==> src/rtl/rf_agu_pkg.sv <==
package rf_agu_pkg;

    typedef enum logic [1:0] {
        M_LINEAR = 2'd0,
        M_CIRC   = 2'd1,
        M_BREV   = 2'd2,
        M_ZIGZAG = 2'd3
    } agu_mode_e;

    typedef enum logic [1:0] {
        S_IDLE = 2'd0,
        S_WAIT = 2'd1,
        S_EMIT = 2'd2,
        S_FIN  = 2'd3
    } agu_state_e;

endpackage

==> src/rtl/rf_agu_bitrev.sv <==
module rf_agu_bitrev #(
    parameter int W = 6
) (
    input  logic [W-1:0] din,
    output logic [W-1:0] dout
);
    for (genvar b = 0; b < W; b++) begin : g_mirror
        assign dout[b] = din[W-1-b];
    end
endmodule

==> src/rtl/rf_agu_pattern.sv <==
module rf_agu_pattern
    import rf_agu_pkg::*;
#(
    parameter int ADDR_W = 6,
    localparam int RB_W = $clog2(ADDR_W + 1)
) (
    input  agu_mode_e          mode,
    input  logic [ADDR_W-1:0]  base,
    input  logic [ADDR_W-1:0]  step,
    input  logic [ADDR_W-1:0]  lo,
    input  logic [ADDR_W-1:0]  hi,
    input  logic [ADDR_W-1:0]  row_len,
    input  logic [RB_W-1:0]    rev_bits,
    input  logic [ADDR_W-1:0]  idx,
    input  logic [ADDR_W-1:0]  cur,
    input  logic [ADDR_W-1:0]  col,
    input  logic [ADDR_W-1:0]  rowb,
    input  logic               dir,
    output logic [ADDR_W-1:0]  addr,
    output logic [ADDR_W-1:0]  nxt_cur,
    output logic [ADDR_W-1:0]  nxt_col,
    output logic [ADDR_W-1:0]  nxt_rowb,
    output logic               nxt_dir
);
    logic [ADDR_W-1:0] idx_rev;
    logic [RB_W-1:0]   shamt;
    logic [ADDR_W:0]   wsum;
    logic [ADDR_W:0]   wspan;
    logic [ADDR_W-1:0] col_inc;

    rf_agu_bitrev #(.W(ADDR_W)) u_rev (
        .din  (idx),
        .dout (idx_rev)
    );

    always_comb begin
        shamt   = RB_W'(ADDR_W) - rev_bits;
        wsum    = {1'b0, cur} + {1'b0, step};
        wspan   = {1'b0, hi} - {1'b0, lo} + (ADDR_W+1)'(1);
        col_inc = col + ADDR_W'(1);

        unique case (mode)
            M_BREV:   addr = base + (idx_rev >> shamt);
            M_ZIGZAG: addr = rowb + (dir ? (row_len - ADDR_W'(1) - col) : col);
            default:  addr = cur;
        endcase

        if (mode == M_CIRC && wsum > {1'b0, hi}) begin
            nxt_cur = ADDR_W'(wsum - wspan);
        end else begin
            nxt_cur = ADDR_W'(wsum);
        end

        if (col_inc == row_len) begin
            nxt_col  = '0;
            nxt_rowb = rowb + row_len;
            nxt_dir  = ~dir;
        end else begin
            nxt_col  = col_inc;
            nxt_rowb = rowb;
            nxt_dir  = dir;
        end
    end
endmodule

==> src/rtl/rf_agu.sv <==
module rf_agu
    import rf_agu_pkg::*;
#(
    parameter int ADDR_W = 6,
    parameter int DLY_W  = 8,
    parameter int REP_W  = 4,
    localparam int CNT_W = ADDR_W + 1,
    localparam int RB_W  = $clog2(ADDR_W + 1)
) (
    input  logic              clk,
    input  logic              rst_n,
    input  logic              start,
    input  logic [1:0]        cfg_mode,
    input  logic [ADDR_W-1:0] cfg_base,
    input  logic [ADDR_W-1:0] cfg_step,
    input  logic [CNT_W-1:0]  cfg_count,
    input  logic [ADDR_W-1:0] cfg_lo,
    input  logic [ADDR_W-1:0] cfg_hi,
    input  logic [ADDR_W-1:0] cfg_row_len,
    input  logic [RB_W-1:0]   cfg_rev_bits,
    input  logic [DLY_W-1:0]  cfg_init_dly,
    input  logic [DLY_W-1:0]  cfg_mid_dly,
    input  logic [DLY_W-1:0]  cfg_rep_dly,
    input  logic [REP_W-1:0]  cfg_repeat,
    output logic [ADDR_W-1:0] addr_o,
    output logic              addr_vld_o,
    output logic              done_o
);
    typedef struct packed {
        agu_state_e        st;
        logic [DLY_W-1:0]  tmr;
        logic [CNT_W-1:0]  idx;
        logic [REP_W-1:0]  pass;
        logic [ADDR_W-1:0] cur;
        logic [ADDR_W-1:0] col;
        logic [ADDR_W-1:0] rowb;
        logic              dir;
        logic              vld;
        logic [ADDR_W-1:0] addr;
        logic              done;
        agu_mode_e         mode;
        logic [ADDR_W-1:0] base;
        logic [ADDR_W-1:0] step;
        logic [ADDR_W-1:0] lo;
        logic [ADDR_W-1:0] hi;
        logic [ADDR_W-1:0] row_len;
        logic [RB_W-1:0]   rev_bits;
        logic [CNT_W-1:0]  count;
        logic [DLY_W-1:0]  mid;
        logic [DLY_W-1:0]  rep;
        logic [REP_W-1:0]  reps;
    } agu_reg_t;

    agu_reg_t          q, d;
    logic [DLY_W-1:0]  gap;
    logic [ADDR_W-1:0] pat_addr, pat_cur, pat_col, pat_rowb;
    logic              pat_dir;

    rf_agu_pattern #(.ADDR_W(ADDR_W)) u_pat (
        .mode     (q.mode),
        .base     (q.base),
        .step     (q.step),
        .lo       (q.lo),
        .hi       (q.hi),
        .row_len  (q.row_len),
        .rev_bits (q.rev_bits),
        .idx      (q.idx[ADDR_W-1:0]),
        .cur      (q.cur),
        .col      (q.col),
        .rowb     (q.rowb),
        .dir      (q.dir),
        .addr     (pat_addr),
        .nxt_cur  (pat_cur),
        .nxt_col  (pat_col),
        .nxt_rowb (pat_rowb),
        .nxt_dir  (pat_dir)
    );

    always_comb begin
        d      = q;
        d.vld  = 1'b0;
        d.done = 1'b0;
        gap    = '0;
        unique case (q.st)
            S_IDLE: begin
                if (start) begin
                    d.mode     = agu_mode_e'(cfg_mode);
                    d.base     = cfg_base;
                    d.step     = cfg_step;
                    d.lo       = cfg_lo;
                    d.hi       = cfg_hi;
                    d.row_len  = cfg_row_len;
                    d.rev_bits = cfg_rev_bits;
                    d.count    = cfg_count;
                    d.mid      = cfg_mid_dly;
                    d.rep      = cfg_rep_dly;
                    d.reps     = cfg_repeat;
                    d.idx      = '0;
                    d.pass     = '0;
                    d.cur      = cfg_base;
                    d.col      = '0;
                    d.rowb     = cfg_base;
                    d.dir      = 1'b0;
                    d.tmr      = cfg_init_dly;
                    d.st       = (cfg_init_dly == '0) ? S_EMIT : S_WAIT;
                end
            end
            S_WAIT: begin
                if (q.tmr == DLY_W'(1)) begin
                    d.st = S_EMIT;
                end else begin
                    d.tmr = q.tmr - DLY_W'(1);
                end
            end
            S_EMIT: begin
                d.vld  = 1'b1;
                d.addr = pat_addr;
                if ((q.idx + CNT_W'(1)) == q.count) begin
                    d.idx  = '0;
                    d.cur  = q.base;
                    d.col  = '0;
                    d.rowb = q.base;
                    d.dir  = 1'b0;
                    d.pass = q.pass + REP_W'(1);
                    gap    = q.rep;
                end else begin
                    d.idx  = q.idx + CNT_W'(1);
                    d.cur  = pat_cur;
                    d.col  = pat_col;
                    d.rowb = pat_rowb;
                    d.dir  = pat_dir;
                    gap    = q.mid;
                end
                d.tmr = gap;
                d.st  = (gap == '0) ? S_EMIT : S_WAIT;
                if ((q.idx + CNT_W'(1)) == q.count && q.pass == q.reps) begin
                    d.st = S_FIN;
                end
            end
            S_FIN: begin
                d.done = 1'b1;
                d.st   = S_IDLE;
            end
            default: d.st = S_IDLE;
        endcase
    end

    always_ff @(posedge clk or negedge rst_n) begin
        if (!rst_n) begin
            q <= '0;
        end else begin
            q <= d;
        end
    end

    assign addr_o     = q.addr;
    assign addr_vld_o = q.vld;
    assign done_o     = q.done;
endmodule

==> config.mk <==
export PLATFORM = sky130hd
export DESIGN_NAME = rf_agu
export DESIGN_NICKNAME = d
export VERILOG_FILES = /design/src/rtl/rf_agu_pkg.sv /design/src/rtl/rf_agu_bitrev.sv /design/src/rtl/rf_agu_pattern.sv /design/src/rtl/rf_agu.sv
export SDC_FILE = /design/constraint.sdc
export NUM_CORES = 1
export LEC_CHECK = 0
export BUFFER_PORTS_ARGS = -buffer_cell sky130_fd_sc_hd__buf_4
export CORE_MARGIN = 2
export CORE_UTILIZATION = 55
export CTS_BUF_LIST = sky130_fd_sc_hd__clkbuf_2 sky130_fd_sc_hd__clkbuf_4 sky130_fd_sc_hd__clkbuf_8
export DETAILED_ROUTE_END_ITERATION = 16
export GPL_ROUTABILITY_DRIVEN = 0
export PLACE_DENSITY = 0.78
export SYNTH_ARGS = -nofsm -noshare
export SYNTH_HDL_FRONTEND = slang
export SYNTH_SLANG_ARGS = --single-unit
==> constraint.sdc <==
create_clock -name clk -period 3.24 [get_ports clk]
set_input_delay 0.648 -clock clk [delete_from_list [all_inputs] [get_ports clk]]
set_output_delay 0.648 -clock clk [all_outputs]
set_load 0.01 [all_outputs]
======== Word level (Yosys, flattened, before mapping) ========
Cells that the tools add are included.
storage, ports and cells
  register bits after elaboration ......... 110
  bits of input ports ..................... 73
  word-level logic and storage cells ...... 89
cells by class
  add/subtract/negate cells ............... 14
  magnitude comparators ................... 1
  eq/ne operators ......................... 15
  shift operators ......................... 1
  multiplexer cells ....................... 22
  bitwise logic cells ..................... 1
  reductions and logical operators ........ 13
operators with widths
  operator             count
  $pmux 30 s2          1
  $mux 40              1
  $mux 6               4
  $mux 8               3
  $pmux 8 s3           1
  $mux 19              1
  $add 6x6->6          3
  $sub 6x6->6          3
  $logic_not 8->1      2
  $mux 7               2
  $add 6x1->6 const B  2
  $pmux 6 s2           1
  $reduce_and 3->1     3
  $eq 2x2->1 const B   4
  $eq 8x1->1 const B   1
  $mux 2               4
  $ne 2x2->1 const B   4
  $pmux 2 s4           1
  $sub 8x1->8 const B  1
  $add 6x6->7          1
  $add 7x1->7 const B  1
  $eq 7x7->1           1
  $gt 7x6->1           1
  $eq 6x6->1           1
  other kinds (15)     20

======== Depth between registers and ports, before layout ========
  depth after elaboration ................. 8
  depth in mapped cells ................... 15

======== Cells and area by module ========
Synthesis repeated with hierarchy kept, for this count alone.
unflattened totals
  cells, all modules ...................... 764
  area total of the unflattened synthesis .. 7,642.3 um^2
modules (own cells, without submodules)
  module          times used  cells each  area an instance (um^2)  seq. area each (um^2)
  rf_agu          1           496         5,494.0                  2,752.6
  rf_agu_pattern  1           262         2,103.3                  0.0
  rf_agu_bitrev   1           6           45.0                     0.0

======== Worst setup path after synthesis ========
Ideal clock, no wire load.
  path kind ............................... register -> register
  start point ............................. reg q[83] (netlist name)
  end point ............................... reg q[86] (netlist name)
  library setup time ...................... 0.150 ns
  arrival time ............................ 3.023 ns
  setup slack ............................. 0.068 ns
  stages on the path, launching flop included .. 15
  path buffers ............................ 1
  clock period less this slack ............ 3.172 ns
  cells stage by stage .................... dfrtp_1 > ha_1 > fa_1 > a21o_1 > a211oi_1 > nor2_1 > ha_1 > o21a_1 > o22ai_1 > a21oi_1 > o311a_1 > clkbuf_1 > mux2_2 > nand2_1 > a41oi_1
between the ends
  longest elaborated chain between the ends .. 6
  elaborated cells on any way between the ends .. 7
  those cells by class .................... add/sub (2); order compare (1); mux (3); reduce/logical (1)
ends and longest elaborated chain
  item                      line                  text
  start: declaration        rf_agu.sv:54          agu_reg_t q, d;
  start signal: assignment  rf_agu.sv:150         q <= '0;
  start signal: assignment  rf_agu.sv:152         q <= d;
  $add 6x6->7 (*)           rf_agu_pattern.sv:38  wsum = {1'b0, cur} + {1'b0, step};
  $gt 7x6->1                rf_agu_pattern.sv:48  if (mode == M_CIRC && wsum > {1'b0, hi}) begin
  $logic_and 1x1->1         rf_agu_pattern.sv:48
  $mux 6 (*)                rf_agu_pattern.sv:48
  $mux 19 (*)               rf_agu.sv:118         if ((q.idx + CNT_W'(1)) == q.count) begin
  $pmux 30 s2 (*)           rf_agu.sv:84          unique case (q.st)
Mark *: on every way between the ends. The rest lies on a longest branch, timed or not.
A chain may end at the register's enable or synchronous reset.

======== Final worst setup path ========
  start point ............................. reg q[49] (netlist name)
  end point ............................... reg q[84] (netlist name)
The elaborated chain is that of the path after synthesis.

==> metrics.json <==
{
  "status": "complete, no violations",
  "worst-endpoint-arrival_ns": 3.50,
  "fraction_of_the_core_area_covered_by_cells_at_the_end_of_the_flow": 0.650,
  "fmax_mhz": 312,
  "route.detailed.drc": 0,
  "initial_core_util": 0.557,
  "cts_buffer_depth": 2,
  "worst_skew_pair.late_latency_ns": 0.40,
  "detail_route.wl_per_cell_um": 17.9,
  "timing.critical_path.from": "q[49]$_DFFE_PN0P_",
  "finalHoldViolations": 0,
  "synth_seq_area_share": 0.377,
  "grt_start_max_net_pins": 70,
  "port-buffer-count": 80,
  "hpwl_mm": 12.7,
  "timing.critical_path.slowest_cell_delay_ns": 0.42,
  "max_cap_violations": 0,
  "worst_hold_path_type": "in -> async",
  "synth_cell_type_count": 68,
  "initial_drt_pass_iterations": 5,
  "globalRoute.totalOverflow": 0,
  "core_region_area_mm2": 0.0131,
  "finalNonFillerCells": 974,
  "numCtsBuffers": 9,
  "nNetsFinal": 923,
  "first_global_vias": 5839,
  "synth_nets": 838,
  "clock_skew_ns": 0.0130,
  "h_tree_level_count": 3,
  "synth-seq-cells": 110,
  "antenna-diode-count": 0,
  "ys_top_cells_by_area": "sky130_fd_sc_hd__dfrtp_1 (38%), sky130_fd_sc_hd__mux2_2 (10%), sky130_fd_sc_hd__ha_1 (7.9%), sky130_fd_sc_hd__xnor2_1 (4.4%), sky130_fd_sc_hd__fa_1 (3.0%)",
  "yosysTopAreaCell": "sky130_fd_sc_hd__dfrtp_1",
  "max_slew_margin": 0.505,
  "area_growth_pct": 16.5,
  "clockRootBuffer": "sky130_fd_sc_hd__clkbuf_8",
  "wire_length_of_the_first_global_routing_pass_mm": 28.8,
  "layout-drive-gt1-share": 0.298,
  "critical_path_buf_inv_count": 2,
  "drt-vias-per-instance": 5.97,
  "post_synth_inst_count": 708,
  "die_height_um": 119,
  "fillerInstances": 1006,
  "place.detailed.instances": 944,
  "synth_area_mm2": 0.00729,
  "grt_use_total": 0.254,
  "async_flop_share": 1.00,
  "setup_viol_count_final": 0,
  "detail_route.iter0.violations": 325,
  "routed_wirelength_mm": 17.4,
  "most_common_flop_cell_mapped_by_yosys": "sky130_fd_sc_hd__dfrtp_1",
  "cpMostUsedCell": "sky130_fd_sc_hd__buf_4",
  "yosys_warnings": 0,
  "synth_top_cell_area_share": 0.377,
  "worst_path_dominant_cell_family": "compound AO/OA/AOI/OAI gates",
  "worstPathRequired_ns": 3.53,
  "fin_crit_sh": 0.988,
  "antenna_violating_nets_post_route": 0,
  "chipWidth_um": 119,
  "initial_antenna_violation_count": 0,
  "synth_area_per_cell_um2": 10.3,
  "num_rows": 42,
  "timing_worst_slew_pin_value_ns": 0.743,
  "crit_fanout": 5,
  "synth-edff-count": 0,
  "critical_path.reg2reg.startpoint": "q[49]$_DFFE_PN0P_",
  "tritoncts_clock_tree": "built",
  "dr_total_vias": 5814,
  "path_clk_slew_ns": 0.11,
  "dieArea_mm2": 0.0142,
  "critical_path.cell_chain": "buf_4 -> fa_2 -> a21o_1 -> a211oi_2 -> nor2_2 -> ha_1 -> o21a_1 -> o22ai_1 -> a21oi_1 -> o311a_1 -> buf_4 -> mux2i_1 -> nor2_1 -> o22a_1",
  "layout_min_cycle_time_ns": 3.20,
  "criticalPathCategory": "reg -> reg",
  "timing.critical_path.slowest_stage_cell": "sky130_fd_sc_hd__fa_2",
  "worstSetupEndpointType": "register",
  "report.final.slew_viol_count": 0,
  "rsz0062_at_grt": "yes",
  "setup.worst_path.start_class": "register",
  "top_level_ports": 81,
  "clock-sinks": 110
}
[placed cells by master, fill, tap and decap left out, types with 6 or more instances in the layout]
cell,Yosys,routed
sky130_fd_sc_hd__a211oi_1,18,13
sky130_fd_sc_hd__a21o_1,20,20
sky130_fd_sc_hd__a21oi_1,32,29
sky130_fd_sc_hd__a221oi_1,6,6
sky130_fd_sc_hd__a31oi_1,7,7
sky130_fd_sc_hd__buf_4,8,110
sky130_fd_sc_hd__clkbuf_8,0,11
sky130_fd_sc_hd__dfrtp_1,110,109
sky130_fd_sc_hd__fa_1,11,8
sky130_fd_sc_hd__ha_1,46,41
sky130_fd_sc_hd__inv_1,37,35
sky130_fd_sc_hd__mux2_1,8,8
sky130_fd_sc_hd__mux2_2,67,67
sky130_fd_sc_hd__mux2i_1,15,15
sky130_fd_sc_hd__nand2_1,42,41
sky130_fd_sc_hd__nand3_1,20,19
sky130_fd_sc_hd__nor2_1,37,35
sky130_fd_sc_hd__nor2b_1,10,10
sky130_fd_sc_hd__nor3_1,12,12
sky130_fd_sc_hd__nor4_1,6,6
sky130_fd_sc_hd__o211ai_1,7,7
sky130_fd_sc_hd__o21a_1,6,6
sky130_fd_sc_hd__o21ai_0,32,31
sky130_fd_sc_hd__o21bai_1,6,6
sky130_fd_sc_hd__o22ai_1,6,6
sky130_fd_sc_hd__or3_1,7,7
sky130_fd_sc_hd__xnor2_1,37,34
sky130_fd_sc_hd__xor2_1,13,12
[registers in the layout (all words and copies together), names as in the netlist]
register and count:
addr_o 6, addr_vld_o 1, done_o 1, q 102
[synthesized netlist by cell type (all sizes together), types with 2 or more instances]
| cell type | number |
|---|---|
| dfrtp | 110 |
| mux2 | 77 |
| ha | 46 |
| nand2 | 43 |
| nor2 | 38 |
| xnor2 | 38 |
| inv | 37 |
| o21ai | 36 |
| a21oi | 32 |
| nand3 | 22 |
| clkbuf | 21 |
| a21o | 20 |
| a211oi | 18 |
| buf | 17 |
| mux2i | 15 |
| xor2 | 14 |
| nor3 | 12 |
| fa | 11 |
| nor2b | 10 |
| a221oi | 8 |
| o211ai | 8 |
| a31oi | 7 |
| nor4 | 7 |
| or3 | 7 |
| o21a | 6 |
| o21bai | 6 |
| o22ai | 6 |
| and3 | 3 |
| o31ai | 3 |
| a22oi | 2 |
| a41oi | 2 |
| nand2b | 2 |
| nand4 | 2 |
| o22a | 2 |
| o2bb2ai | 2 |
[cell type report]
| type | count | area (µm²) | share of cell area |
|---|---|---|---|
| Multi-Input combinational cell | 522 | 4330 | 0.510 |
| Sequential cell | 110 | 2750 | 0.324 |
| Timing Repair Buffer | 112 | 857 | 0.101 |
| Tap cell | 176 | 220 | 0.0259 |
| Clock buffer | 13 | 166 | 0.0196 |
| Inverter | 38 | 143 | 0.0168 |
| Clock inverter | 3 | 26.3 | 0.00309 |
[path summary, 6_finish.rpt]
| path | end | slack [ns] | cells past startpoint |
|---|---|---|---|
| min reg2reg | addr_o[1]$_DFFE_PN0P_ | 0.50 | 1 |
| max reg2reg | q[84]$_DFFE_PN0P_ | 0.04 | 14 |
| min | addr_o[5]$_DFFE_PN0P_ | 0.23 | 1 |
| max | q[84]$_DFFE_PN0P_ | 0.04 | 14 |
| min in group clk | q[60]$_DFFE_PN0P_ | 0.47 | 2 |
| max in group asynchronous | q[102]$_DFFE_PN0P_ | 2.25 | 2 |
[routing by layer]
| metal | global-route usage | routed length [µm] |
|---|---|---|
| met1 | 0.328 | 7390 |
| met2 | 0.427 | 8650 |
| met3 | 0.0398 | 982 |
| met4 | 0.107 | 397 |
| met5 | 0 | 0 |
[per-stage QoR]
| stage | cell area, µm² | setup slack, ns | TNS (ns) | hold slack, ns |
|---|---|---|---|---|
| detailed placement | 8070 | -0.151 | -0.336 | 0.478 |
| floorplan | 7290 | 0.0677 | 0 | 0.352 |
| global placement | 8070 | -0.0171 | -0.0171 | 0.468 |
| global route | 8500 | -0.102 | -0.315 | 0.263 |
| CTS | 8380 | 0.00381 | 0 | 0.240 |
| finish | 8500 | 0.0379 | 0 | 0.230 |
[repair_timing]
action / CTS / global route
setup buffers: 12 / 3
hold buffers: 0 / 0
setup endpoints to repair: 6 / 8
pin swaps: 8 / 18
gates resized for setup: 7 / 23
[logic make-up (layout without fill, tap and decap cells)]
kind of cell               count (synthesis)  count (layout)  synth area share
AOI/OAI and AO/OA                        167             167             0.154
xor gates and xnor gates                  52              52            0.0645
adders and majority gates                 57              57             0.109
buffers and inverters                     76             166            0.0467
DFF                                      110             110             0.377
muxes                                     93              93             0.144
and+or+nand+nor                          153             153             0.105
Power is left out: the tool's default activity adds up to more than one toggle a clock period on the data nets, which glitch-free logic cannot reach.
